[src/rtl/f2i_pkg.sv]
package f2i_pkg;

    // class codes seen on in_class; 5..7 are unused and handled as invalid
    typedef enum logic [2:0] {
        CLS_ZERO = 3'd0,
        CLS_NUM  = 3'd1,
        CLS_INF  = 3'd2,
        CLS_QNAN = 3'd3,
        CLS_SNAN = 3'd4
    } fcls_e;

    // controller states
    typedef enum logic {
        ST_IDLE = 1'b0,
        ST_EMIT = 1'b1
    } conv_st_e;

endpackage

[src/rtl/f2i_align.sv]
// Moves the integer part of the mantissa into the low INT_W bits and
// reports whether any nonzero bit fell off the right-hand end.
module f2i_align #(
    parameter int INT_W  = 32,
    parameter int EXP_W  = 16,
    parameter int MANT_W = 64
) (
    input  logic signed [EXP_W-1:0] exp_i,
    input  logic [MANT_W-1:0]       mant_i,
    output logic [INT_W-1:0]        mag_o,
    output logic                    lost_o,
    output logic                    big_o
);
    localparam int SH_W = $clog2(MANT_W) + 1;
    localparam logic signed [EXP_W-1:0] EXP_LIM = EXP_W'(INT_W);
    localparam logic [SH_W-1:0] TOP_POS = SH_W'(MANT_W - 1);

    logic            neg;
    logic [SH_W-1:0] sh;

    always_comb begin
        neg   = exp_i[EXP_W-1];
        big_o = !neg && (exp_i >= EXP_LIM);
        sh    = '0;
        if (!neg && !big_o) begin
            sh = TOP_POS - exp_i[SH_W-1:0];
        end
        mag_o = neg ? '0 : INT_W'(mant_i >> sh);
        lost_o = 1'b0;
        for (int i = 0; i < MANT_W; i++) begin
            if (neg || (i < int'(sh))) begin
                lost_o = lost_o | mant_i[i];
            end
        end
    end
endmodule

[src/rtl/f2i_pack.sv]
// Applies the class decode and the sign-dependent range check, then forms
// the final integer and flags.
module f2i_pack
    import f2i_pkg::*;
#(
    parameter int INT_W = 32
) (
    input  logic             sign_i,
    input  fcls_e            cls_i,
    input  logic             big_i,
    input  logic             lost_i,
    input  logic             grs_i,
    input  logic [INT_W-1:0] mag_i,
    output logic [INT_W-1:0] result_o,
    output logic             inexact_o,
    output logic             invalid_o
);
    localparam logic [INT_W:0]   HALF    = {2'b01, {(INT_W-1){1'b0}}};
    localparam logic [INT_W-1:0] POS_MAX = {1'b0, {(INT_W-1){1'b1}}};
    localparam logic [INT_W-1:0] NEG_MAX = {1'b1, {(INT_W-1){1'b0}}};

    logic [INT_W:0] limit;
    logic           over;
    logic           bad;

    always_comb begin
        limit = HALF + {{INT_W{1'b0}}, sign_i};
        over  = {1'b0, mag_i} >= limit;
        bad   = 1'b0;
        result_o  = '0;
        inexact_o = 1'b0;
        unique case (cls_i)
            CLS_ZERO: begin
                result_o  = '0;
                inexact_o = 1'b0;
            end
            CLS_NUM: begin
                if (big_i || over) begin
                    bad = 1'b1;
                end else begin
                    result_o  = sign_i ? (~mag_i + 1'b1) : mag_i;
                    inexact_o = lost_i | grs_i;
                end
            end
            default: bad = 1'b1;
        endcase
        if (bad) begin
            result_o  = sign_i ? NEG_MAX : POS_MAX;
            inexact_o = 1'b0;
        end
        invalid_o = bad;
    end
endmodule

[src/rtl/f2i_trunc_conv.sv]
module f2i_trunc_conv
    import f2i_pkg::*;
#(
    parameter int INT_W  = 32,
    parameter int EXP_W  = 16,
    parameter int MANT_W = 64
) (
    input  logic                    clk,
    input  logic                    rst_n,
    input  logic                    in_valid,
    input  logic                    in_sign,
    input  logic [2:0]              in_class,
    input  logic signed [EXP_W-1:0] in_exp,
    input  logic [MANT_W-1:0]       in_mant,
    input  logic                    in_guard,
    input  logic                    in_round,
    input  logic                    in_sticky,
    output logic                    out_valid,
    output logic [INT_W-1:0]        out_result,
    output logic                    out_inexact,
    output logic                    out_invalid
);
    conv_st_e         state_q, state_d;
    logic [INT_W-1:0] mag;
    logic             lost, big;
    logic [INT_W-1:0] res_c;
    logic             inex_c, inv_c;

    f2i_align #(.INT_W(INT_W), .EXP_W(EXP_W), .MANT_W(MANT_W)) u_align (
        .exp_i  (in_exp),
        .mant_i (in_mant),
        .mag_o  (mag),
        .lost_o (lost),
        .big_o  (big)
    );

    f2i_pack #(.INT_W(INT_W)) u_pack (
        .sign_i    (in_sign),
        .cls_i     (fcls_e'(in_class)),
        .big_i     (big),
        .lost_i    (lost),
        .grs_i     (in_guard | in_round | in_sticky),
        .mag_i     (mag),
        .result_o  (res_c),
        .inexact_o (inex_c),
        .invalid_o (inv_c)
    );

    // next state
    always_comb begin
        state_d = state_q;
        unique case (state_q)
            ST_IDLE: if (in_valid) state_d = ST_EMIT;
            ST_EMIT: if (!in_valid) state_d = ST_IDLE;
            default: state_d = ST_IDLE;
        endcase
    end

    // state register
    always_ff @(posedge clk or negedge rst_n) begin
        if (!rst_n) state_q <= ST_IDLE;
        else        state_q <= state_d;
    end

    // output registers: load on every accepted operand
    always_ff @(posedge clk or negedge rst_n) begin
        if (!rst_n) begin
            out_result  <= '0;
            out_inexact <= 1'b0;
            out_invalid <= 1'b0;
        end else if (in_valid) begin
            out_result  <= res_c;
            out_inexact <= inex_c;
            out_invalid <= inv_c;
        end
    end

    assign out_valid = (state_q == ST_EMIT);
endmodule

[config.mk]
export PLATFORM = sky130hd
export DESIGN_NAME = f2i_trunc_conv
export DESIGN_NICKNAME = d
export VERILOG_FILES = /design/src/rtl/f2i_pkg.sv /design/src/rtl/f2i_align.sv /design/src/rtl/f2i_pack.sv /design/src/rtl/f2i_trunc_conv.sv
export SDC_FILE = /design/constraint.sdc
export NUM_CORES = 1
export LEC_CHECK = 0
export CORE_UTILIZATION = 30
export CTS_CLUSTER_SIZE = 24
export DETAILED_ROUTE_END_ITERATION = 16
export PLACE_DENSITY_LB_ADDON = 0.1
export SYNTH_ARGS = -nofsm -noshare
export SYNTH_HDL_FRONTEND = slang
export SYNTH_HIERARCHICAL = 1
export SYNTH_SLANG_ARGS = --single-unit
[constraint.sdc]
create_clock -name clk -period 0.8 [get_ports clk]
set_input_delay 0.08 -clock clk [delete_from_list [all_inputs] [get_ports clk]]
set_output_delay 0.08 -clock clk [all_outputs]
set_load 0.02 [all_outputs]
Word-level counts from Yosys, hierarchy flattened
Index checks and enable logic that the tools add are counted.
{ "word_totals": {"ff_bits": 35, "input_bits": 90, "out_inout_bits": 35} }
{ "classes": {"addsub": 3, "magnitude_cmp": 66, "eq_ne": 1, "shift": 1, "n_mux": 77, "n_bitwise": 67, "reduce_logical": 70} }
{ "ops": {"columns": ["operator", "n"], "rows": [
  ["less-than comparator 6 x 7 -> 1 bit, first input constant", 32],
  ["2-to-1 mux 32 bit", 6],
  ["less-than comparator 5 x 7 -> 1 bit, first input constant", 16],
  ["2-to-1 mux 1 bit", 69],
  ["OR 1 bit", 66],
  ["logical OR 1 bit", 65],
  ["right shift 64 x 7 -> 32 bit", 1],
  ["less-than comparator 4 x 7 -> 1 bit, first input constant", 8],
  ["adder 32 x 1 -> 33 bit, first input constant", 1],
  ["greater-or-equal comparator 32 x 33 -> 1 bit", 1],
  ["adder 32 x 1 -> 32 bit, second input constant", 1],
  ["inverter 32 bit", 1],
  ["less-than comparator 3 x 7 -> 1 bit, first input constant", 4],
  ["greater-or-equal comparator 16 x 7 -> 1 bit, second input constant", 1],
  ["less-than comparator 1 x 7 -> 1 bit, first input constant", 2],
  ["less-than comparator 2 x 7 -> 1 bit, first input constant", 2],
  ["2-to-1 mux 7 bit", 1],
  ["subtractor 6 x 7 -> 7 bit, first input constant", 1],
  ["equality test 3 x 1 -> 1 bit, second input constant", 1],
  ["zero test 3 bit", 1],
  ["logical AND 1 bit", 2],
  ["zero test 1 bit", 2],
  ["case mux 1 bit (2 select lines)", 1]
]} }

Logic depth before layout (Yosys ltp)
{ "logic_depth": {"word_depth": 138, "ltp_mapped": 21, "depth_no_buf": 16} }

Hierarchy
The synthesis kept the hierarchy.
{ "by_module_without_submodules": {"columns": ["mod", "n_inst", "cells_per_inst", "area_each_um2", "seq_area_each_um2"], "rows": [
  ["f2i_align", 1, 512, 3268.1, 0.0],
  ["f2i_pack", 1, 249, 1514.0, 0.0],
  ["f2i_trunc_conv", 1, 74, 1448.9, 875.8]
]} }

Least setup slack after synthesis
OpenSTA, ideal clock, no wires.
{ "synth_timing": {"path_type": "input -> register", "from": "in in_exp[6]", "to": "reg out_result[3]", "setup_ns": 0.125, "t_arrival_ns": 4.084, "slack_ns": -3.409, "stages": 16, "n_path_buf": 2, "path_cell_list": "or4_1 -> buf_6 -> nor3_4 -> mux2i_1 -> or4b_2 -> o211ai_1 -> nand2_1 -> a21oi_1 -> nor4_4 -> and3_1 -> a31oi_2 -> and2_1 -> buf_6 -> nor2_2 -> or3_1 -> mux2_4"} }
{ "synth_rtl": {"columns": ["element", "line", "rtl"], "rows": [
  ["start: declaration", "f2i_trunc_conv.sv:13", "input logic signed [EXP_W-1:0] in_exp,"],
  ["greater-or-equal comparator 16 x 7 -> 1 bit", "f2i_align.sv:23", "big_o = !neg && (exp_i >= EXP_LIM);"],
  ["logical AND 1 bit", "f2i_align.sv:23", null],
  ["zero test 1 bit", "f2i_align.sv:25", "if (!neg && !big_o) begin"],
  ["logical AND 1 bit", "f2i_align.sv:25", null],
  ["2-to-1 mux 7 bit (*)", "f2i_align.sv:25", null],
  ["right shift 64 x 7 -> 32 bit (*)", "f2i_align.sv:28", "mag_o = neg ? '0 : INT_W'(mant_i >> sh);"],
  ["2-to-1 mux 32 bit (*)", "f2i_align.sv:28", null],
  ["net mag[4]", "f2i_trunc_conv.sv:24", "logic [INT_W-1:0] mag;"],
  ["greater-or-equal comparator 32 x 33 -> 1 bit (*)", "f2i_pack.sv:28", "over = {1'b0, mag_i} >= limit;"],
  ["logical OR 1 bit (*)", "f2i_pack.sv:38", "if (big_i || over) begin"],
  ["2-to-1 mux 1 bit / 2-to-1 mux 32 bit (equally long branches)", "f2i_pack.sv:38", null],
  ["case mux 1 bit (2 select lines) / 2-to-1 mux 32 bit (equally long branches)", "f2i_pack.sv:32", "unique case (cls_i)"],
  ["2-to-1 mux 32 bit (*)", "f2i_pack.sv:47", "if (bad) begin"],
  ["net res_c[3]", "f2i_trunc_conv.sv:26", "logic [INT_W-1:0] res_c;"],
  ["end signal: assignment", "f2i_trunc_conv.sv:72", "out_result <= res_c;"],
  ["end: declaration", "f2i_trunc_conv.sv:19", "output logic [INT_W-1:0] out_result,"]
]} }
The timed path passes the listed nets; every way through them passes the cells marked *.
A chain may end at the register's enable or synchronous reset.

Worst setup path in the final report
{ "layout_timing": {"from": "in in_exp[7]", "to": "reg out_result[24]"} }
{ "layout_via": {"elab_chain_len": 13} }
{ "layout_lines": {"columns": ["element", "line", "rtl"], "rows": [
  ["greater-or-equal comparator 16 x 7 -> 1 bit (*)", "f2i_align.sv:23", null],
  ["logical AND 1 bit (*)", "f2i_align.sv:23", null],
  ["zero test 1 bit (*)", "f2i_align.sv:25", null],
  ["logical AND 1 bit (*)", "f2i_align.sv:25", null],
  ["2-to-1 mux 7 bit (*)", "f2i_align.sv:25", null],
  ["right shift 64 x 7 -> 32 bit (*)", "f2i_align.sv:28", null],
  ["2-to-1 mux 32 bit (*)", "f2i_align.sv:28", null],
  ["net mag[1]", "f2i_trunc_conv.sv:24", null],
  ["inverter 32 bit", "f2i_pack.sv:41", "result_o = sign_i ? (~mag_i + 1'b1) : mag_i;"],
  ["adder 32 x 1 -> 32 bit", "f2i_pack.sv:41", null],
  ["2-to-1 mux 32 bit", "f2i_pack.sv:41", null],
  ["2-to-1 mux 32 bit", "f2i_pack.sv:38", null],
  ["2-to-1 mux 32 bit", "f2i_pack.sv:32", null],
  ["2-to-1 mux 32 bit (*)", "f2i_pack.sv:47", null],
  ["net res_c[24]", "f2i_trunc_conv.sv:26", null]
]} }
Marks and branches as above.

==> flow_metrics.tcl <==
set metrics [dict create \
    synth_top_cell_area_share 0.141 \
    setup_slack_ns -3.13 \
    path_clk_slew_ns 0.06 \
    slew_viol_final 0 \
    clock_path_buffers 2 \
    antenna_found_initial 0 \
    yosysUniqueCellTypes 93 \
    crit_family "simple AND/OR/NAND/NOR gates" \
    synth_seq_cells 35 \
    setup_viol 69 \
    tightestPinTransition_ns 0.542 \
    dieArea_um2 21300 \
    track_usage 0.301 \
    wl_per_cell_um 21.4 \
    register_area_um2 876 \
    grt_pass1_wl_um 50500 \
    dr.first_iter.drc_count 952 \
    synthCells 835 \
    critPathSlowestCell "or4_4" \
    cts_root_buffer "clkbuf_16" \
    ios 125 \
    fin_skew_ns 0 \
    final_area_um2 11700 \
    slowest_delay_ns 0.58 \
    start_util 0.307 \
    n_fill_cell 1866 \
    stdcell_count 1548 \
    fp.dieW_um 146 \
    dp_hpwl_um 25200 \
    areaGrowthSynthToFinish_pct 87.7 \
    crit_path_frequent_cell "buf_6" \
    crit_arrival_ns 4.10 \
    yosysWarningCount 6 \
    ys_seq_area_frac 0.141 \
    avgViaCountPerCell 5.87 \
    die_height_um 146 \
    yosysTopAreaCell "dfrtp_1" \
    crit_chain "buf_6 -> or4_4 -> buf_12 -> nor3_4 -> buf_6 -> buf_6 -> mux2i_2 -> a22oi_2 -> buf_4 -> o211ai_1 -> o211ai_4 -> inv_1 -> ha_2 -> nor3b_4 -> nand3_2 -> buf_6 -> nor4_4 -> buf_4 -> nor4_2 -> o21ai_1 -> nand2_1 -> mux2_4" \
    vias 9093 \
    outcome "complete, but fails checks" \
    max_freq_mhz 254 \
    power.density_nw_per_um2 851 \
    grt-ovfl-total 0 \
    place_ws_ns -4.03 \
    min_period_ns 3.93 \
    dr.pass1.iters 5 \
    cts_sinks 35 \
    drt.antenna.violating_nets 0 \
    syn_avg_cell_area_um2 7.46 \
    cap_violations 0 \
    num_rows 52 \
    min_path_type "in2reg" \
    drc 0 \
    finalCritPeriodShare 4.92 \
    ir_drop_v 0.000942 \
    grt_max_degree 31 \
    cp-end-kind "flip-flop" \
    maxSlewHeadroom 0.634 \
    place_congestion 1.01 \
    path_max_fanout 6 \
    cts_htree_levels 2 \
    synth_fp_nets 927 \
    place_area_um2 10000 \
    ys_top_cells_by_count "nand2_1, nor2_1, a21oi_1, o21ai_0, nand3_1" \
    postRouteWirelength_um 33100 \
    cts_made_buffers 5 \
    ys_top_cells_by_area "dfrtp_1, mux2_4, nand2_1" \
    drive_above_1_share 0.506 \
    core_area_um2 20300 \
    yosysMostFrequentCell "nand2_1" \
    diodes 0 \
    required_ns 0.97 \
    netlist_area_um2 6230 \
    violations "negative setup slack" \
    ys.flop_type "dfrtp_1" \
    synth-async-reset-ratio 1.00 \
    criticalPathCategory "in2reg" \
    path_buf_inv 8 \
    multi_input_area_um2 5860 \
    rsz0062_at_grt "true" \
    post-route-util 0.576 \
    placed_cells 1482 \
    finalHoldViolCount 0 \
    p_leak_nw 5.04 \
    portBuffers 124 \
    grt_pass1_vias 8721 \
    synth_edf_count 0 \
    cts_tree "built" \
    clock_insertion_delay_worst_skew_ns 0.28 \
    fin_nets 1369 \
    setup.worst_path.start_class "primary input" \
]
per-layer routing:
layer | up-vias | share of wire | GRT usage
met5 | - | 0 | 0
met4 | 0 | 0.021 | 0.0635
met3 | 61 | 0.088 | 0.0450
met2 | 490 | 0.43 | 0.456
met1 | 4401 | 0.46 | 0.448
li1 | 4141 | - | -
state kept, by name, indices dropped and copies added, names as in the netlist:
register and count:
out_valid 1, out_invalid 1, out_inexact 1, out_result 32
final cells by class:
| cell class | count | area share |
|---|---|---|
| Multi-Input combinational cell | 711 | 0.501 |
| Timing Repair Buffer | 503 | 0.376 |
| Sequential cell | 35 | 0.0749 |
| Tap cell | 270 | 0.0289 |
| Clock buffer | 7 | 0.0113 |
| Inverter | 21 | 0.00674 |
| Clock inverter | 1 | 0.000428 |
per-stage QoR:
step	TNS, ns	power (mW)	hold slack, ns
6_report	-105.07	9.96	0.0750
5_1_grt	-109.81	10.4	0.0901
4_1_cts	-102.66	9.61	0.0731
3_5_place_dp	-142.44	7.19	-0.0480
3_3_place_gp	-143.59	7.20	-0.0519
2_1_floorplan	-100.85	4.46	-0.216
layout by cell type, fill, tap and decap left out, types with 6 or more instances in the layout:
master / count
nor2_1: 70
dfrtp_1: 35
o211ai_1: 8
a21oi_1: 36
or2_2: 6
clkdlybuf4s50_1: 74
or3_1: 10
nand3_2: 11
o21ai_1: 20
clkbuf_16: 6
a211oi_1: 7
o21ai_2: 12
inv_1: 17
nor3_4: 6
o22ai_2: 6
a211o_1: 10
buf_8: 6
nand4_1: 15
mux2i_1: 20
a22oi_1: 17
a31oi_1: 13
nand2_1: 79
o22ai_1: 7
nor4_1: 12
mux2_2: 11
buf_6: 82
buf_2: 7
nand3_1: 27
a22oi_2: 8
buf_4: 321
buf_12: 7
nor3_1: 21
o21ai_0: 29
and3_1: 7
nor4_4: 14
mux2_4: 37
a21oi_2: 12
nand2b_1: 6
worst register-to-register path, stage by stage, from the launching register on:
cell and delay (ns):
dfrtp_1 0.42, buf_4 0.15, mux2_4 0.26
power breakdown:
| group | internal, mW | switching (mW) | total [mW] |
|---|---|---|---|
| sequential | 2.01 | 0.191 | 2.21 |
| clock | 1.15 | 0.745 | 1.90 |
| combinational | 3.06 | 2.80 | 5.86 |
logic make-up (layout without fill, tap and decap cells):
| family | after synthesis | in the layout | synth area share |
|---|---|---|---|
| adder cells (fa/ha/maj) | 4 | 4 | 0.00723 |
| buffers and inverters | 89 | 532 | 0.0757 |
| AO/OA/AOI/OAI | 282 | 282 | 0.317 |
| multiplexers | 75 | 75 | 0.150 |
| XOR/XNOR | 3 | 3 | 0.00422 |
| flip-flops | 35 | 35 | 0.141 |
| AND/OR/NAND/NOR | 347 | 347 | 0.305 |
path summary, 6_finish.rpt:
path / start / endpoint / slack (ns) / cells after the start
setup / recovery: in_exp[7] / out_result[24] / -3.13 / 22
hold / removal: in_valid / out_valid / 0.07 / 2
setup reg to reg: out_result[14] / out_result[14] / -0.15 / 2
hold reg to reg: out_result[12] / out_result[12] / 0.53 / 1
max in group asynchronous: rst_n / out_result[12] / 0.20 / 3
min in group asynchronous: rst_n / out_result[3] / 0.18 / 2
repair_timing:
item                                    4_1_cts  5_1_grt
resized for setup                           389      101
pin swaps                                    78       63
buffers inserted                             36       22
gates cloned                                  2        1
hold buffers                                  1        0
endpoints found under the setup margin       69       69
hold endpoints to repair                     35        0
Power figures use the tool's default switching activity.
